**src/rtl/hs_pkg.sv**
```systemverilog
package hs_pkg;

   typedef struct packed {
      logic en;
      logic dir;
   } wind_cmd_t;

   // Half-step decode for one winding, indexed by that winding's own phase.
   // Phase 0 = positive full current; phases 2 and 6 = off.
   function automatic wind_cmd_t decode_phase(input logic [2:0] ph);
      wind_cmd_t c;
      c.en  = (ph != 3'd2) && (ph != 3'd6);
      c.dir = (ph == 3'd7) || (ph == 3'd0) || (ph == 3'd1);
      return c;
   endfunction

endpackage

```
**src/rtl/hs_step_sync.sv**
```systemverilog
module hs_step_sync #(
   parameter int STAGES = 2
) (
   input  logic clk,
   input  logic rst,
   input  logic step_in,
   input  logic dir_in,
   output logic adv,
   output logic adv_up
);
   logic [STAGES-1:0] stp_sh;
   logic [STAGES-1:0] dir_sh;
   logic              stp_old;

   always_ff @(posedge clk) begin
      if (rst) begin
         stp_sh  <= '0;
         dir_sh  <= '0;
         stp_old <= 1'b0;
      end else begin
         stp_sh  <= {stp_sh[STAGES-2:0], step_in};
         dir_sh  <= {dir_sh[STAGES-2:0], dir_in};
         stp_old <= stp_sh[STAGES-1];
      end
   end

   assign adv    = stp_sh[STAGES-1] & ~stp_old;
   assign adv_up = dir_sh[STAGES-1];

   // the enable lasts one cycle per edge
   assert_single_enable_R2: assert property (@(posedge clk) disable iff (rst)
      adv |=> !adv);

endmodule

```
**src/rtl/hs_pos_counter.sv**
```systemverilog
module hs_pos_counter #(
   parameter int W = 3
) (
   input  logic         clk,
   input  logic         rst,
   input  logic         adv,
   input  logic         up,
   output logic [W-1:0] pos
);
   always_ff @(posedge clk) begin
      if (rst)
         pos <= '0;
      else if (adv)
         pos <= up ? pos + 1'b1 : pos - 1'b1;
   end

   assert_count_up_R3: assert property (@(posedge clk) disable iff (rst)
      (adv && up) |=> (pos == W'($past(pos) + 1'b1)));
   assert_count_down_R3: assert property (@(posedge clk) disable iff (rst)
      (adv && !up) |=> (pos == W'($past(pos) - 1'b1)));
   assert_hold_R6: assert property (@(posedge clk) disable iff (rst)
      !adv |=> $stable(pos));

endmodule

```
**src/rtl/hs_phase_decoder.sv**
```systemverilog
module hs_phase_decoder
   import hs_pkg::*;
#(
   parameter int W      = 3,
   parameter int OFFSET = 0
) (
   input  logic         clk,
   input  logic         rst,
   input  logic [W-1:0] pos,
   output logic         en,
   output logic         dir,
   output logic         resync
);
   localparam logic [W-1:0] OFS = W'(OFFSET);
   localparam wind_cmd_t    HOME = decode_phase(3'(0 - OFFSET));

   logic [W-1:0] ph;
   logic [W-1:0] pos_seen;
   wind_cmd_t    cmd;

   assign ph  = pos - OFS;
   assign cmd = decode_phase(ph[2:0]);

   always_ff @(posedge clk) begin
      if (rst) begin
         en       <= HOME.en;
         dir      <= HOME.dir;
         resync   <= 1'b0;
         pos_seen <= '0;
      end else begin
         en       <= cmd.en;
         dir      <= cmd.dir & cmd.en;
         resync   <= (pos != pos_seen);
         pos_seen <= pos;
      end
   end

   // a position change yields a pulse on the next cycle, lasting one cycle
   assert_resync_on_change_R5: assert property (@(posedge clk) disable iff (rst)
      (!$past(rst) && pos != $past(pos)) |=> resync);
   assert_resync_single_R5: assert property (@(posedge clk) disable iff (rst)
      resync |=> !resync);
   // a winding that is off reports polarity 0
   assert_off_polarity_R4: assert property (@(posedge clk) disable iff (rst)
      !en |-> !dir);

endmodule

```
**src/rtl/halfstep_sequencer.sv**
```systemverilog
module halfstep_sequencer #(
   parameter int SYNC_STAGES = 2,
   parameter int POS_W       = 3,
   parameter int NUM_WIND    = 2
) (
   input  logic                clk,
   input  logic                rst,
   input  logic                step_in,
   input  logic                dir_in,
   output logic [NUM_WIND-1:0] wind_en,
   output logic [NUM_WIND-1:0] wind_dir,
   output logic [NUM_WIND-1:0] wind_resync
);
   localparam int WIND_SPACING = (1 << POS_W) / (2 * NUM_WIND);

   generate
      if (SYNC_STAGES < 2) begin : g_bad_sync
         $error("SYNC_STAGES must be at least 2");
      end
      if (POS_W != 3) begin : g_bad_width
         $error("half-step decoding needs POS_W == 3");
      end
      if (NUM_WIND != 2) begin : g_bad_wind
         $error("NUM_WIND must be 2");
      end
   endgenerate

   logic             adv;
   logic             adv_up;
   logic [POS_W-1:0] pos;

   hs_step_sync #(.STAGES(SYNC_STAGES)) u_sync (
      .clk(clk), .rst(rst), .step_in(step_in), .dir_in(dir_in),
      .adv(adv), .adv_up(adv_up));

   hs_pos_counter #(.W(POS_W)) u_cnt (
      .clk(clk), .rst(rst), .adv(adv), .up(adv_up), .pos(pos));

   for (genvar w = 0; w < NUM_WIND; w++) begin : g_wind
      hs_phase_decoder #(.W(POS_W), .OFFSET(w * WIND_SPACING)) u_dec (
         .clk(clk), .rst(rst), .pos(pos),
         .en(wind_en[w]), .dir(wind_dir[w]), .resync(wind_resync[w]));
   end

   // never both windings off
   assert_winding_energised_R4: assert property (@(posedge clk) disable iff (rst)
      wind_en != '0);
   // both windings restart their timers together
   assert_resync_together_R5: assert property (@(posedge clk) disable iff (rst)
      (wind_resync != '0) |-> (wind_resync == '1));

endmodule

```
**config.mk**
```make
export PLATFORM = sky130hd
export DESIGN_NAME = halfstep_sequencer
export DESIGN_NICKNAME = d
export VERILOG_FILES = /design/src/rtl/hs_pkg.sv /design/src/rtl/hs_step_sync.sv /design/src/rtl/hs_pos_counter.sv /design/src/rtl/hs_phase_decoder.sv /design/src/rtl/halfstep_sequencer.sv
export SDC_FILE = /design/constraint.sdc
export NUM_CORES = 1
export LEC_CHECK = 0
export CORE_MARGIN = 2
export CORE_UTILIZATION = 49
export DETAILED_ROUTE_END_ITERATION = 10
export GPL_TIMING_DRIVEN = 0
export HOLD_SLACK_MARGIN = 0.03
export PLACE_DENSITY = 0.74
export SETUP_SLACK_MARGIN = 0.1
export SLEW_MARGIN = 40
export SYNTH_ARGS = -nofsm -noshare
export SYNTH_HDL_FRONTEND = slang
export SYNTH_SLANG_ARGS = --single-unit
```
**constraint.sdc**
```tcl
create_clock -name clk -period 1.7 [get_ports clk]
set_clock_uncertainty 0.05 [all_clocks]
set_input_delay 0.51 -clock clk [delete_from_list [all_inputs] [get_ports clk]]
set_output_delay 0.51 -clock clk [all_outputs]
set_load 0.05 [all_outputs]
```
==> flow_metrics.py <==
metrics = {
    "pwr": {
        "combinationalPowerShare_pct": 18.4,
        "vdd_drop_max_mv": 0.454,
        "p_leak_nw": 0.332,
        "power_density_mw_per_mm2": 952,
        "power.internal_mw": 0.534,
        "switchingPower_mw": 0.195,
        "swShare_pct": 26.8,
        "p_clk_share_pct": 25.6,
        "p_seq_share_pct": 56.0,
    },
    "clock_tree": {
        "cts_sinks": 16,
        "max-clock-path-buffers": 2,
        "tritoncts": "built",
        "clkSlewWorstSetupHoldPaths_ns": 0.08,
        "cts_buffers": 3,
        "clockRootBuffer": "clkbuf_4",
        "htreeDepth": 1,
        "insertion_delay_ns": 0.28,
        "post_cts_buffers": 0,
    },
    "synth": {
        "synth-simple-area-share_pct": 13.9,
        "ys_types": 18,
        "postSynthAreaPerCell_sq_um": 10.6,
        "synth_mux_area_share_pct": 4.93,
        "synth_top_family_by_area": "simple AND/OR/NAND/NOR gates",
        "yosysSeqAreaShare_pct": 48.6,
        "synthAdderAreaFrac_pct": 11.4,
        "synthXorXnorAreaFrac_pct": 7.97,
        "synth_seq_cells": 16,
        "syn_nets": 72,
        "synth_warnings": 0,
        "synthCells": 62,
        "synth_area_sq_um": 659,
        "synth_compound_area_share_pct": 4.74,
    },
    "final_layout": {
        "final_nets": 86,
        "num-fill-cells": 131,
        "syn2layout_area_growth_pct": 16.1,
        "design_area_sq_um": 766,
        "drive_gt1_share_pct": 25.7,
        "diodes": 0,
        "fin_cells": 89,
    },
    "worst_setup_path": {
        "crit_path_start_kind": "register",
        "worst-setup-path-type": "reg -> reg",
        "path_max_fanout": 7,
        "rr_startpoint": "u_cnt.pos[1]",
        "arrival_ns": 1.66,
        "cp.required_ns": 1.82,
        "cp-end-kind": "register",
        "reg2reg_slack_ns": 0.17,
        "r2r-end": "u_cnt.pos[2]",
        "reg2reg_depth": 5,
    },
    "drt": {
        "routedWlPerCell_um": 10.5,
        "vias": 415,
        "ant_nets": 0,
        "viasPerCell": 4.66,
        "drc_errors": 0,
        "dr.first_iter.drc_count": 5,
        "drt-total-wl_um": 936,
        "drtPass1Iterations": 2,
    },
    "timing": {
        "slew_headroom_pct": 74.3,
        "finalMaxSlewViolations": 0,
        "rsz0062_at_grt": "false",
        "finalHoldViolCount": 0,
        "worstMarginPinSlew_ns": 0.386,
        "final-setup-viol-count": 0,
        "fmax_mhz": 652,
        "final.setup.tns_ns": 0,
        "finalCritPeriodShare_pct": 90.2,
        "timing.final.crit_period_ns": 1.53,
    },
    "global_routing": {
        "grt_usage_pct": 16.3,
        "grt_max_degree": 11,
        "grt_pass1_wl_um": 1610,
        "grt-ovfl-total": 0,
        "grt_antenna_before_repair": 0,
        "first_global_vias": 393,
    },
    "hold_path": {
        "whs_path_depth": 1,
        "hold_end": "u_sync.dir_sh[1]",
        "min_from": "u_sync.dir_sh[0]",
        "hold_class": "reg -> reg",
    },
    "place": {
        "placed_area_sq_um": 768,
        "port_buffers": 9,
        "gp_congestion": 0.736,
        "hpwl_um": 681,
        "placed_cells": 86,
    },
    "floorplanning": {
        "fp.dieH_um": 40.7,
        "dieArea_sq_mm": 0.00166,
        "io_pins": 10,
        "coreArea_sq_mm": 0.00128,
        "core.rowCount": 13,
        "start_util_pct": 51.3,
        "die_width_um": 40.7,
    },
    "job": {
        "cap_violations": 0,
    },
    "run_status": {
        "status": "finished clean",
    },
}
-- layer usage --
layer / GRT usage, % / vias up / share of wire, %
li1: - / 214 / -
met1: 16.3 / 186 / 44
met2: 27.0 / 13 / 48
met3: 9.78 / 2 / 7.1
met4: 7.50 / 0 / 0.53
met5: 0 / - / 0
-- layout make-up --
cell class,count,area [sq um],area share [%]
Buffer,7,48.8,6.37
Tap cell,15,18.8,2.45
Timing Repair Buffer,9,60.1,7.84
Clock buffer,3,22.5,2.94
Multi-Input combinational cell,37,283,36.9
Inverter,2,7.51,0.980
Sequential cell,16,325,42.5
-- registers in the layout, indices dropped and copies added, names as in the netlist --
register               flops
g_wind.u_dec.pos_seen      3
u_cnt.pos                  3
g_wind.u_dec.dir           2
g_wind.u_dec.en            2
u_sync.dir_sh              2
u_sync.stp_sh              2
g_wind.u_dec.resync        1
u_sync.stp_old             1
-- cell families after synthesis --
kind of cell	Yosys count
DFF	16
and+or+nand+nor	18
buffers and inverters	9
adders and majority gates	6
muxes	3
xor gates and xnor gates	6
AOI/OAI and AO/OA	4
-- layout by cell type (no fill, tap or decap), types with 2 or more instances in the layout --
master           instances
buf_4                    6
ha_1                     6
clkdlybuf4s50_1          3
inv_1                    2
buf_2                    6
clkbuf_4                 3
xnor2_1                  5
mux2_2                   2
nor2_1                   8
dfxtp_1                 14
nor2b_1                  7
-- cell usage after synthesis --
cell type,count,share of area (%)
dfxtp_1,16,49
nor2_1,8,4.6
nor2b_1,7,6.6
buf_4,6,6.8
ha_1,6,11
xnor2_1,5,6.6
inv_1,2,1.1
mux2_2,2,3.4
a2111oi_1,1,1.5
a31oi_1,1,0.95
clkbuf_1,1,0.57
mux2i_1,1,1.5
nand2_1,1,0.57
nand2b_1,1,0.95
o21bai_1,1,1.1
o31ai_1,1,1.1
or2b_1,1,1.1
xor2_1,1,1.3
-- metrics by stage --
step	hold WS, ns	setup WS (ns)	total power, mW	util, %
2_1_floorplan	0.364	0.190	0.522	-
3_3_place_gp	0.373	-0.0732	0.559	59.8
3_5_place_dp	0.378	-0.107	0.564	59.8
4_1_cts	0.400	0.0545	0.743	59.9
5_1_grt	0.422	0.110	0.781	59.6
6_report	0.399	0.166	0.729	59.6
-- how the worst max path moves through the flow --
| stage | startpoint | to | cells after the start |
|---|---|---|---|
| 2_1_floorplan | u_cnt.pos[0] | u_cnt.pos[2] | 5 |
| 3_3_place_gp | rst | g_wind[0].u_dec.dir | 3 |
| 3_5_place_dp | rst | g_wind[0].u_dec.dir | 3 |
| 4_1_cts | g_wind[1].u_dec.resync | wind_resync[1] | 2 |
| 5_1_grt | g_wind[1].u_dec.resync | wind_resync[0] | 2 |
| 6_report | u_cnt.pos[1] | u_cnt.pos[2] | 5 |
-- power by group through the flow --
stage	Sequential (mW)	Clock (mW)	Combinational [mW]
after floorplan	0.414	0	0.107
after global placement	0.417	0	0.142
after detailed placement	0.418	0	0.146
after CTS	0.410	0.196	0.138
after global routing	0.412	0.224	0.146
final	0.409	0.186	0.134
-- critical path, stage by stage (launching register included) --
cell,delay [ns]
dfxtp_2,0.41
inv_1,0.12
ha_1,0.19
mux2_2,0.26
nand2_1,0.08
mux2_2,0.32
-- what timing repair did --
item                                   CTS  global route
resized for setup                       30             3
cloned                                   0             0
setup endpoints to repair                7             2
endpoints found under the hold margin    0             0
hold buffers                             0             0
Power figures use the tool's default switching activity.
